$ cat config.mk
export PLATFORM = sky130hd
export DESIGN_NAME = fop_unit
export DESIGN_NICKNAME = d
export VERILOG_FILES = /design/src/rtl/fop_pkg.sv /design/src/rtl/fop_mode_latch.sv /design/src/rtl/fop_serial_load.sv /design/src/rtl/fop_parallel_load.sv /design/src/rtl/fop_unit.sv
export SDC_FILE = /design/constraint.sdc
export NUM_CORES = 1
export LEC_CHECK = 0
export BUFFER_PORTS_ARGS = -buffer_cell sky130_fd_sc_hd__buf_2
export CORE_ASPECT_RATIO = 1.25
export CORE_MARGIN = 1
export CORE_UTILIZATION = 40
export CTS_CLUSTER_DIAMETER = 150
export CTS_CLUSTER_SIZE = 8
export DETAILED_ROUTE_END_ITERATION = 7
export PLACE_DENSITY = 0.62
export SETUP_SLACK_MARGIN = 0.4
export SYNTH_ARGS = -nofsm -noshare
export SYNTH_HDL_FRONTEND = slang
export SYNTH_HIERARCHICAL = 1
export SYNTH_SLANG_ARGS = --single-unit
$ cat constraint.sdc
create_clock -name clk -period 1.7 [get_ports clk]
set_input_delay 0.34 -clock clk [delete_from_list [all_inputs] [get_ports clk]]
set_output_delay 0.34 -clock clk [all_outputs]
set_load 0.02 [all_outputs]
$ cat src/rtl/fop_pkg.sv
// Shared types and helpers for the flag offset programming unit.
// Assumes offsets never need more than 32 bits.
package fop_pkg;

    typedef enum logic [1:0] {
        MODE_DEFAULT  = 2'd0,
        MODE_SERIAL   = 2'd1,
        MODE_PARALLEL = 2'd2
    } fop_mode_e;

    // Saturate a value to an upper limit.
    function automatic logic [31:0] clamp_u32(input logic [31:0] v, input logic [31:0] lim);
        return (v > lim) ? lim : v;
    endfunction

endpackage

$ cat src/rtl/fop_mode_latch.sv
// Captures the programming method and the default offset while master reset
// is low. The value seen at the last low-reset edge is kept afterwards.
// Assumes DEPTH >= 2.
module fop_mode_latch
    import fop_pkg::*;
#(
    parameter int DEPTH = 256,
    parameter int OFF_W = 8
) (
    input  logic             clk,
    input  logic             rst_n,
    input  logic [1:0]       thr_sel,
    input  logic             ser_sel,
    output fop_mode_e        mode,
    output logic [OFF_W-1:0] def_off
);

    localparam logic [31:0] LIM = 32'(DEPTH - 1);

    logic [31:0] raw_def;

    // Decode the default offset from the threshold select.
    always_comb begin
        unique case (thr_sel)
            2'd1:    raw_def = 32'd8;
            2'd2:    raw_def = 32'd16;
            2'd3:    raw_def = 32'd64;
            default: raw_def = 32'd0;
        endcase
    end

    // Sample the selection on every edge that sees master reset low.
    always_ff @(posedge clk) begin
        if (!rst_n) begin
            if (thr_sel == 2'd0)
                mode <= ser_sel ? MODE_SERIAL : MODE_PARALLEL;
            else
                mode <= MODE_DEFAULT;
            def_off <= OFF_W'(clamp_u32(raw_def, LIM));
        end
    end

endmodule

$ cat src/rtl/fop_serial_load.sv
// Shifts in both offsets from a one-bit stream, least significant bit first,
// almost-empty offset first. Stops after 2*OFF_W accepted bits.
// Assumes the caller gates en with the mode and the partial reset.
module fop_serial_load #(
    parameter int OFF_W = 8
) (
    input  logic             clk,
    input  logic             rst_n,
    input  logic             en,
    input  logic             ser_din,
    input  logic             ser_en,
    output logic [OFF_W-1:0] ae_raw,
    output logic [OFF_W-1:0] af_raw,
    output logic             done
);

    localparam int NBITS = 2 * OFF_W;
    localparam int CNT_W = $clog2(NBITS + 1);

    logic [NBITS-1:0] shreg;
    logic [CNT_W-1:0] cnt;

    assign done   = (cnt == CNT_W'(NBITS));
    assign ae_raw = shreg[OFF_W-1:0];
    assign af_raw = shreg[NBITS-1:OFF_W];

    // Shift one bit in at the top per enabled edge and count the bits taken.
    always_ff @(posedge clk) begin
        if (!rst_n) begin
            shreg <= '0;
            cnt   <= '0;
        end else if (en && ser_en && !done) begin
            shreg <= {ser_din, shreg[NBITS-1:1]};
            cnt   <= cnt + 1'b1;
        end
    end

endmodule

$ cat src/rtl/fop_parallel_load.sv
// Takes the almost-empty offset from the first enabled write and the
// almost-full offset from the second. Values are clamped at load time.
// Assumes the caller gates en with the mode and the partial reset.
module fop_parallel_load
    import fop_pkg::*;
#(
    parameter int DEPTH  = 256,
    parameter int DATA_W = 16,
    parameter int OFF_W  = 8
) (
    input  logic              clk,
    input  logic              rst_n,
    input  logic              en,
    input  logic              wr_en,
    input  logic [DATA_W-1:0] wr_data,
    output logic [OFF_W-1:0]  ae_q,
    output logic [OFF_W-1:0]  af_q,
    output logic              done
);

    localparam logic [31:0] LIM   = 32'(DEPTH - 1);
    localparam int          SLOTS = 2;

    logic [1:0]       wr_cnt;
    logic [OFF_W-1:0] sat_data;

    assign done     = (wr_cnt == 2'(SLOTS));
    assign sat_data = OFF_W'(clamp_u32(32'(wr_data), LIM));

    // Count accepted configuration writes up to the number of slots.
    always_ff @(posedge clk) begin
        if (!rst_n)
            wr_cnt <= '0;
        else if (en && wr_en && !done)
            wr_cnt <= wr_cnt + 1'b1;
    end

    for (genvar k = 0; k < SLOTS; k++) begin : g_slot
        logic [OFF_W-1:0] q;
        // Load this slot on the write whose ordinal matches it.
        always_ff @(posedge clk) begin
            if (!rst_n)
                q <= '0;
            else if (en && wr_en && (wr_cnt == 2'(k)))
                q <= sat_data;
        end
    end

    assign ae_q = g_slot[0].q;
    assign af_q = g_slot[1].q;

endmodule

$ cat src/rtl/fop_unit.sv
// Flag offset programming unit: picks the offset source at master reset and
// presents the almost-empty and almost-full offsets with a ready flag.
// Assumes a single write-clock domain and synchronous active-low resets.
module fop_unit
    import fop_pkg::*;
#(
    parameter  int DEPTH  = 256,
    parameter  int DATA_W = 16,
    localparam int OFF_W  = $clog2(DEPTH)
) (
    input  logic              clk,
    input  logic              rst_n,
    input  logic              prst_n,
    input  logic [1:0]        thr_sel,
    input  logic              ser_sel,
    input  logic              ser_din,
    input  logic              ser_en,
    input  logic              wr_en,
    input  logic [DATA_W-1:0] wr_data,
    output logic [OFF_W-1:0]  ae_off,
    output logic [OFF_W-1:0]  af_off,
    output logic              cfg_ready
);

    localparam logic [31:0] LIM = 32'(DEPTH - 1);

    fop_mode_e        mode;
    logic [OFF_W-1:0] def_off;
    logic [OFF_W-1:0] ser_ae, ser_af, par_ae, par_af;
    logic             ser_done, par_done, sel_done;
    logic             ser_go, par_go;

    assign ser_go = prst_n && (mode == MODE_SERIAL);
    assign par_go = prst_n && (mode == MODE_PARALLEL);

    fop_mode_latch #(.DEPTH(DEPTH), .OFF_W(OFF_W)) u_mode (
        .clk     (clk),
        .rst_n   (rst_n),
        .thr_sel (thr_sel),
        .ser_sel (ser_sel),
        .mode    (mode),
        .def_off (def_off)
    );

    fop_serial_load #(.OFF_W(OFF_W)) u_ser (
        .clk     (clk),
        .rst_n   (rst_n),
        .en      (ser_go),
        .ser_din (ser_din),
        .ser_en  (ser_en),
        .ae_raw  (ser_ae),
        .af_raw  (ser_af),
        .done    (ser_done)
    );

    fop_parallel_load #(.DEPTH(DEPTH), .DATA_W(DATA_W), .OFF_W(OFF_W)) u_par (
        .clk     (clk),
        .rst_n   (rst_n),
        .en      (par_go),
        .wr_en   (wr_en),
        .wr_data (wr_data),
        .ae_q    (par_ae),
        .af_q    (par_af),
        .done    (par_done)
    );

    // Route the offsets and completion of the selected source to the outputs.
    always_comb begin
        unique case (mode)
            MODE_SERIAL: begin
                ae_off   = OFF_W'(clamp_u32(32'(ser_ae), LIM));
                af_off   = OFF_W'(clamp_u32(32'(ser_af), LIM));
                sel_done = ser_done;
            end
            MODE_PARALLEL: begin
                ae_off   = par_ae;
                af_off   = par_af;
                sel_done = par_done;
            end
            default: begin
                ae_off   = def_off;
                af_off   = def_off;
                sel_done = 1'b1;
            end
        endcase
    end

    assign cfg_ready = rst_n && prst_n && sel_done;

endmodule

# --- Word level (Yosys, flattened, before mapping) ---
# Cells that the tools add are included.
classes:
  eq_ne: 8
  add_sub_neg: 2
  muxes: 6
  order_cmp: 2
  n_bitwise: 0
  n_shift: 0
  n_div: 0
  mul: 0
  reduce_logical: 14
op_table:
  columns: ["operator", "n"]
  rows:
  - ["$pmux W8 S2", 2]
  - ["$pmux W7 S3", 1]
  - ["$gt A16 B8 Y1 const B", 1]
  - ["$logic_and A1 B1 Y1", 10]
  - ["$eq A2 B2 Y1 const B", 4]
  - ["$gt A7 B8 Y1 const B", 1]
  - ["$mux W8", 1]
  - ["$eq A2 B1 Y1 const B", 3]
  - ["$add A5 B1 Y5 const B", 1]
  - ["$eq A5 B5 Y1 const B", 1]
  - ["$logic_not A2 Y1", 2]
  - ["$add A2 B1 Y2 const B", 1]
  - ["$logic_not A1 Y1", 2]
  - ["$mux W2", 1]
  - ["$pmux W1 S2", 1]
word_totals:
  output_inout_bits: 17
  rom_bits: 0
  ff_bits: 49
  latchBits: 0
  input_bits: 25
  mem_bits_rw: 0
  memories: 0
  word_cells: 39

# --- Logic depth before layout (Yosys ltp) ---
logic_depth:
  ltp_word: 4
  depth_mapped: 9
  mapped_depth_nobuf: 6

# --- Modules after synthesis ---
# Netlist, hierarchy kept.
modules_own_cells:
  columns: ["mod", "area_per_inst_um2", "cells_per_inst", "seq_area_each_um2", "n_inst"]
  rows:
  - ["fop_serial_load", 863.3, 84, 420.4, 1]
  - ["fop_parallel_load", 772.0, 70, 360.3, 1]
  - ["fop_unit", 425.4, 55, 0.0, 1]
  - ["fop_mode_latch", 232.7, 17, 150.1, 1]

# --- Least setup slack after synthesis ---
# OpenSTA, ideal clock, no wires.
synth_path:
  kind: "register to register"
  startpoint: "reg u_mode.mode[0]"
  endpoint: "reg u_par.g_slot[0].q[0], in the netlist u_par/ae_q[0]"
  period_less_slack_ns: 1.806
  arrival_ns: 1.685
  setup_time_ns: 0.122
  n_path_buf: 3
  path_stages_with_launch: 9
  required_ns: 1.578
  slack_ns: -0.106
  cell_sequence: "edfxtp_1 inv_1 ha_1 buf_6 buf_6 and2_1 nand3_1 clkbuf_1 o311a_1"
synth_via:
  elab_chain_len: 4
synth_lines:
  columns: ["item", "line", "source"]
  rows:
  - ["from (decl)", "fop_mode_latch.sv:14", "output fop_mode_e mode,"]
  - ["from (signal assigned)", "fop_mode_latch.sv:36", "mode <= ser_sel ? MODE_SERIAL : MODE_PARALLEL;"]
  - ["$eq A2 B2 Y1", "fop_unit.sv:34", "assign par_go = prst_n && (mode == MODE_PARALLEL);"]
  - ["$logic_and A1 B1 Y1", "fop_unit.sv:34", null]
  - ["net par_go", "fop_unit.sv:31", "logic ser_go, par_go;"]
  - ["$logic_and A1 B1 Y1 (2 in a row)", "fop_parallel_load.sv:44", "else if (en && wr_en && (wr_cnt == 2'(k)))"]
  - ["to (signal assigned)", "fop_parallel_load.sv:45", "q <= sat_data;"]
  - ["to (decl)", "fop_parallel_load.sv:39", "logic [OFF_W-1:0] q;"]
# The timed path passes the listed nets, and every way through them passes these cells.
# A chain may end at the register's enable or synchronous reset.

# --- Worst setup path after layout ---
layout_path:
  startpoint: "reg u_mode.mode[0]"
  endpoint: "out cfg_ready"
layout_via:
  elab_chain_len: 3
  elab_cells_between_ends: 4
  classes_between: "eq/ne (2); mux (1); reduce/logical (1)"
layout_lines:
  columns: ["item", "line", "source"]
  rows:
  - ["$eq A2 B2 Y1 or $eq A2 B1 Y1 (tied branches)", "fop_unit.sv:69", "unique case (mode)"]
  - ["$pmux W1 S2 (*)", "fop_unit.sv:69", null]
  - ["$logic_and A1 B1 Y1 (*)", "fop_unit.sv:88", "assign cfg_ready = rst_n && prst_n && sel_done;"]
  - ["to (decl)", "fop_unit.sv:22", "output logic cfg_ready"]
# Mark *: on every way between the ends. The rest lies on a longest branch, timed or not.

==> impl_metrics.csv <==
group,metric,value,unit
logic_synthesis,ys_top_cells_by_area,"dfxtp_1 34%, mux2i_1 9.2%, o311a_1 7.0%",
placed_design,dp_hpwl,3529,um
cells_and_area,antennaDiodeCount,0,
floorplanning,ioPinCount,42,
clock_tree,clk_latency,300,ps
routing,drtIter0Drc,78,
placed_design,io_buffers,41,
logic_synthesis,synth_cell_types,33,
placed_design,gp_congestion,0.7259,
setup_path,critical_path.max_fanout,13,
hold_path,hold_class,"in -> reg",
floorplanning,die_w,69.73,um
timing,period_minus_slack,1952,ps
logic_synthesis,seq_area_frac_synth,40.59,%
floorplanning,dieArea,6042,um^2
logic_synthesis,async_flop_share,0,%
logic_synthesis,yosys.area.top_type,"dfxtp_1",
global_routing,grt_pass1_wl,8694,um
logic_synthesis,synth-seq-cells,44,
routing,via_per_inst,5.313,
setup_path,ff2ff_path_depth,8,
cells_and_area,drive_above_1_share,42.18,%
routing,wire_per_inst,15.52,um
setup_path,crit_type,"reg -> out",
run,drv_cap,0,
timing,report.final.slew_viol_count,0,
routing,drtPass1Iterations,4,
floorplanning,die_y,86.66,um
timing,hold_violations,0,
floorplanning,num_rows,30,
logic_synthesis,synth_area,2293,um^2
cells_and_area,layout.nets,306,
clock_tree,cts_tree,"yes",
floorplanning,start_util,41.85,%
setup_path,end_kind,"output pin",
routing,drt.antenna.violating_nets,0,
timing,finalWorstSetupSlack,-251.5,ps
power_and_ir_drop,ir_drop,0.4477,mV
setup_path,critPathLaunch,"u_mode/mode[0]",
global_routing,first_global_vias,1788,
power_and_ir_drop,power.total,2491,uW
setup_path,cp-start-kind,"register",
setup_path,crit_path_end,"cfg_ready",
clock_tree,clock_sinks,44,
run_status,violations,"negative setup slack",
timing,post-route-period-util,114.8,%
logic_synthesis,yosysMostFrequentCell,"dfxtp_1",
routing,drc,0,
logic_synthesis,syn_avg_cell_area,10.15,um^2
routing,drt-total-wl,5261,um
global_routing,antenna_found_initial,0,
clock_tree,cts_max_path_buffers,2,
global_routing,track_usage,18.49,%
setup_path,critPathSlowestCell,"edfxtp_1",
power_and_ir_drop,p_per_area,819.7,nW/um^2
global_routing,grt_max_degree,21,
timing,worst_hold_slack,284.1,ps
setup_path,crit_family,"flip-flops",
setup_path,crit_buf_inv,3,
timing,rsz0062_at_grt,"true",
power_and_ir_drop,power.leakage,0.001245,uW
logic_synthesis,netlist.area_leader.share,34.04,%
clock_tree,cts_root_buf,"clkbuf_8",
setup_path,reg2reg_from,"u_mode/mode[1]",
run_status,status,"complete, but fails checks",
setup_path,rrSetupSlack,10,ps
placed_design,dp_slack,-52.27,ps
timing,fin_worst_skew,2.883,ps
setup_path,critPathRequiredTime,1360,ps
cells_and_area,synthToLayoutAreaGrowth,32.51,%
logic_synthesis,ys_warn_count,6,
setup_path,critPathArrivalTime,1610,ps
setup_path,r2r_end,"u_ser/cnt[0]",
setup_path,slowest_delay,420,ps
clock_tree,cts_buffers,5,
logic_synthesis,synth_edf_count,5,
timing,setup_viol,17,
clock_tree,ctsHoldBuffers,0,
clock_tree,htree_levels,2,
clock_tree,path_clk_slew,80,ps
timing,fmaxAchievable,512.4,MHz
floorplanning,core_area,5480,um^2
logic_synthesis,synth_commonest_cells,"39 x dfxtp_1, 26 x nand2_1, 21 x mux2i_1",
routing,num_vias,1801,
setup_path,path_cells,"inv_2 > ha_4 > buf_12 > a221oi_4 > nor2_1 > buf_4",
global_routing,grt_overflow,0,
cells_and_area,post-route-util,55.46,%
logic_synthesis,syn-instance-count,226,
logic_synthesis,synthFlopType,"dfxtp_1",
setup_path,path_depth,6,
## routing by layer
| layer | wire, um | up-vias | share of wire (%) | global-route usage (%) |
|---|---|---|---|---|
| met5 | 0 | - | 0 | 0 |
| met4 | 67 | 0 | 1.3 | 6.000 |
| met3 | 223 | 7 | 4.2 | 3.953 |
| met2 | 2605 | 42 | 50 | 32.30 |
| met1 | 2364 | 847 | 45 | 22.74 |
| li1 | - | 905 | - | - |
## kinds of logic (layout without fill, tap and decap cells)
| family | after synthesis | in the layout | share of synthesized area, % |
|---|---|---|---|
| XOR/XNOR | 1 | 1 | 0.3820 |
| flip-flops | 44 | 44 | 40.59 |
| buffers and inverters | 27 | 70 | 7.856 |
| AND/OR/NAND/NOR | 91 | 93 | 21.77 |
| adder cells (fa/ha/maj) | 7 | 7 | 3.819 |
| other | 1 | 5 | 0.1635 |
| multiplexers | 21 | 21 | 9.165 |
| AO/OA/AOI/OAI | 34 | 34 | 16.26 |
## what timing repair did
item,4_1_cts,5_1_grt
gates resized for setup,41,8
pin swaps,8,2
setup endpoints to repair,56,56
buffers inserted,3,0
gates cloned,2,0
## power breakdown
part | total [uW] | switching, uW | internal [uW]
clock | 794 | 359 | 435
combinational | 610 | 327 | 283
sequential | 1090 | 17.3 | 1070
## per-stage QoR
step | setup TNS, ps | cell area [um^2] | cells
after floorplan | 0 | 2405 | 230
after global placement | -29.17 | 2623 | 326
after detailed placement | -165.3 | 2623 | 326
after CTS | -4080 | 3004 | 339
after global routing | -6034 | 3039 | 339
final | -3922 | 3039 | 339
## how the worst min path moves through the flow
| stage | depth (start not counted) | slack [ps] | from | endpoint |
|---|---|---|---|---|
| floorplan | 2 | 440 | u_ser/cnt[2] | u_ser/cnt[2] |
| global placement | 2 | 460 | u_ser/shreg[0] | u_ser/shreg[0] |
| detailed placement | 2 | 470 | u_ser/cnt[2] | u_ser/cnt[2] |
| CTS | 3 | 280 | ser_din | u_ser/shreg[15] |
| global route | 3 | 300 | ser_din | u_ser/shreg[15] |
| finish | 3 | 280 | ser_din | u_ser/shreg[15] |
## layout by cell type, fill, tap and decap left out, types with 4 or more instances in the layout
cell type,synthesis,layout
edfxtp_1,5,5
buf_6,5,4
nor2_2,0,10
nor2_1,17,7
mux2i_1,21,21
dfxtp_1,39,38
o311a_1,16,16
clkbuf_8,0,5
nand2b_1,18,18
buf_2,2,34
nand2_1,26,25
a221oi_2,9,10
a221oi_4,0,7
conb_1,1,5
buf_12,1,4
buf_4,6,11
inv_1,7,6
nor2b_4,0,6
ha_1,7,5
## tightest hold or removal path: stages
cell,delay (ps)
buf_2,100
nand2_1,50
mux2i_1,60
## cell type report
class,count,area (um^2)
flip-flops and latches,44,932.1
clock inverters,3,42.54
clock buffers,5,68.82
fillers,487,2441
repair buffers,55,407.9
well taps,64,80.08
inverters,7,26.28
multi-input cells,161,1481
## flip-flops by register name, indices dropped and copies added, names as in the netlist
name / count
u_mode/def_off: 3
u_mode/mode: 2
u_par/ae_q: 8
u_par/af_q: 8
u_par/wr_cnt: 2
u_ser/cnt: 5
u_ser/shreg: 16
Power figures use the tool's default switching activity.
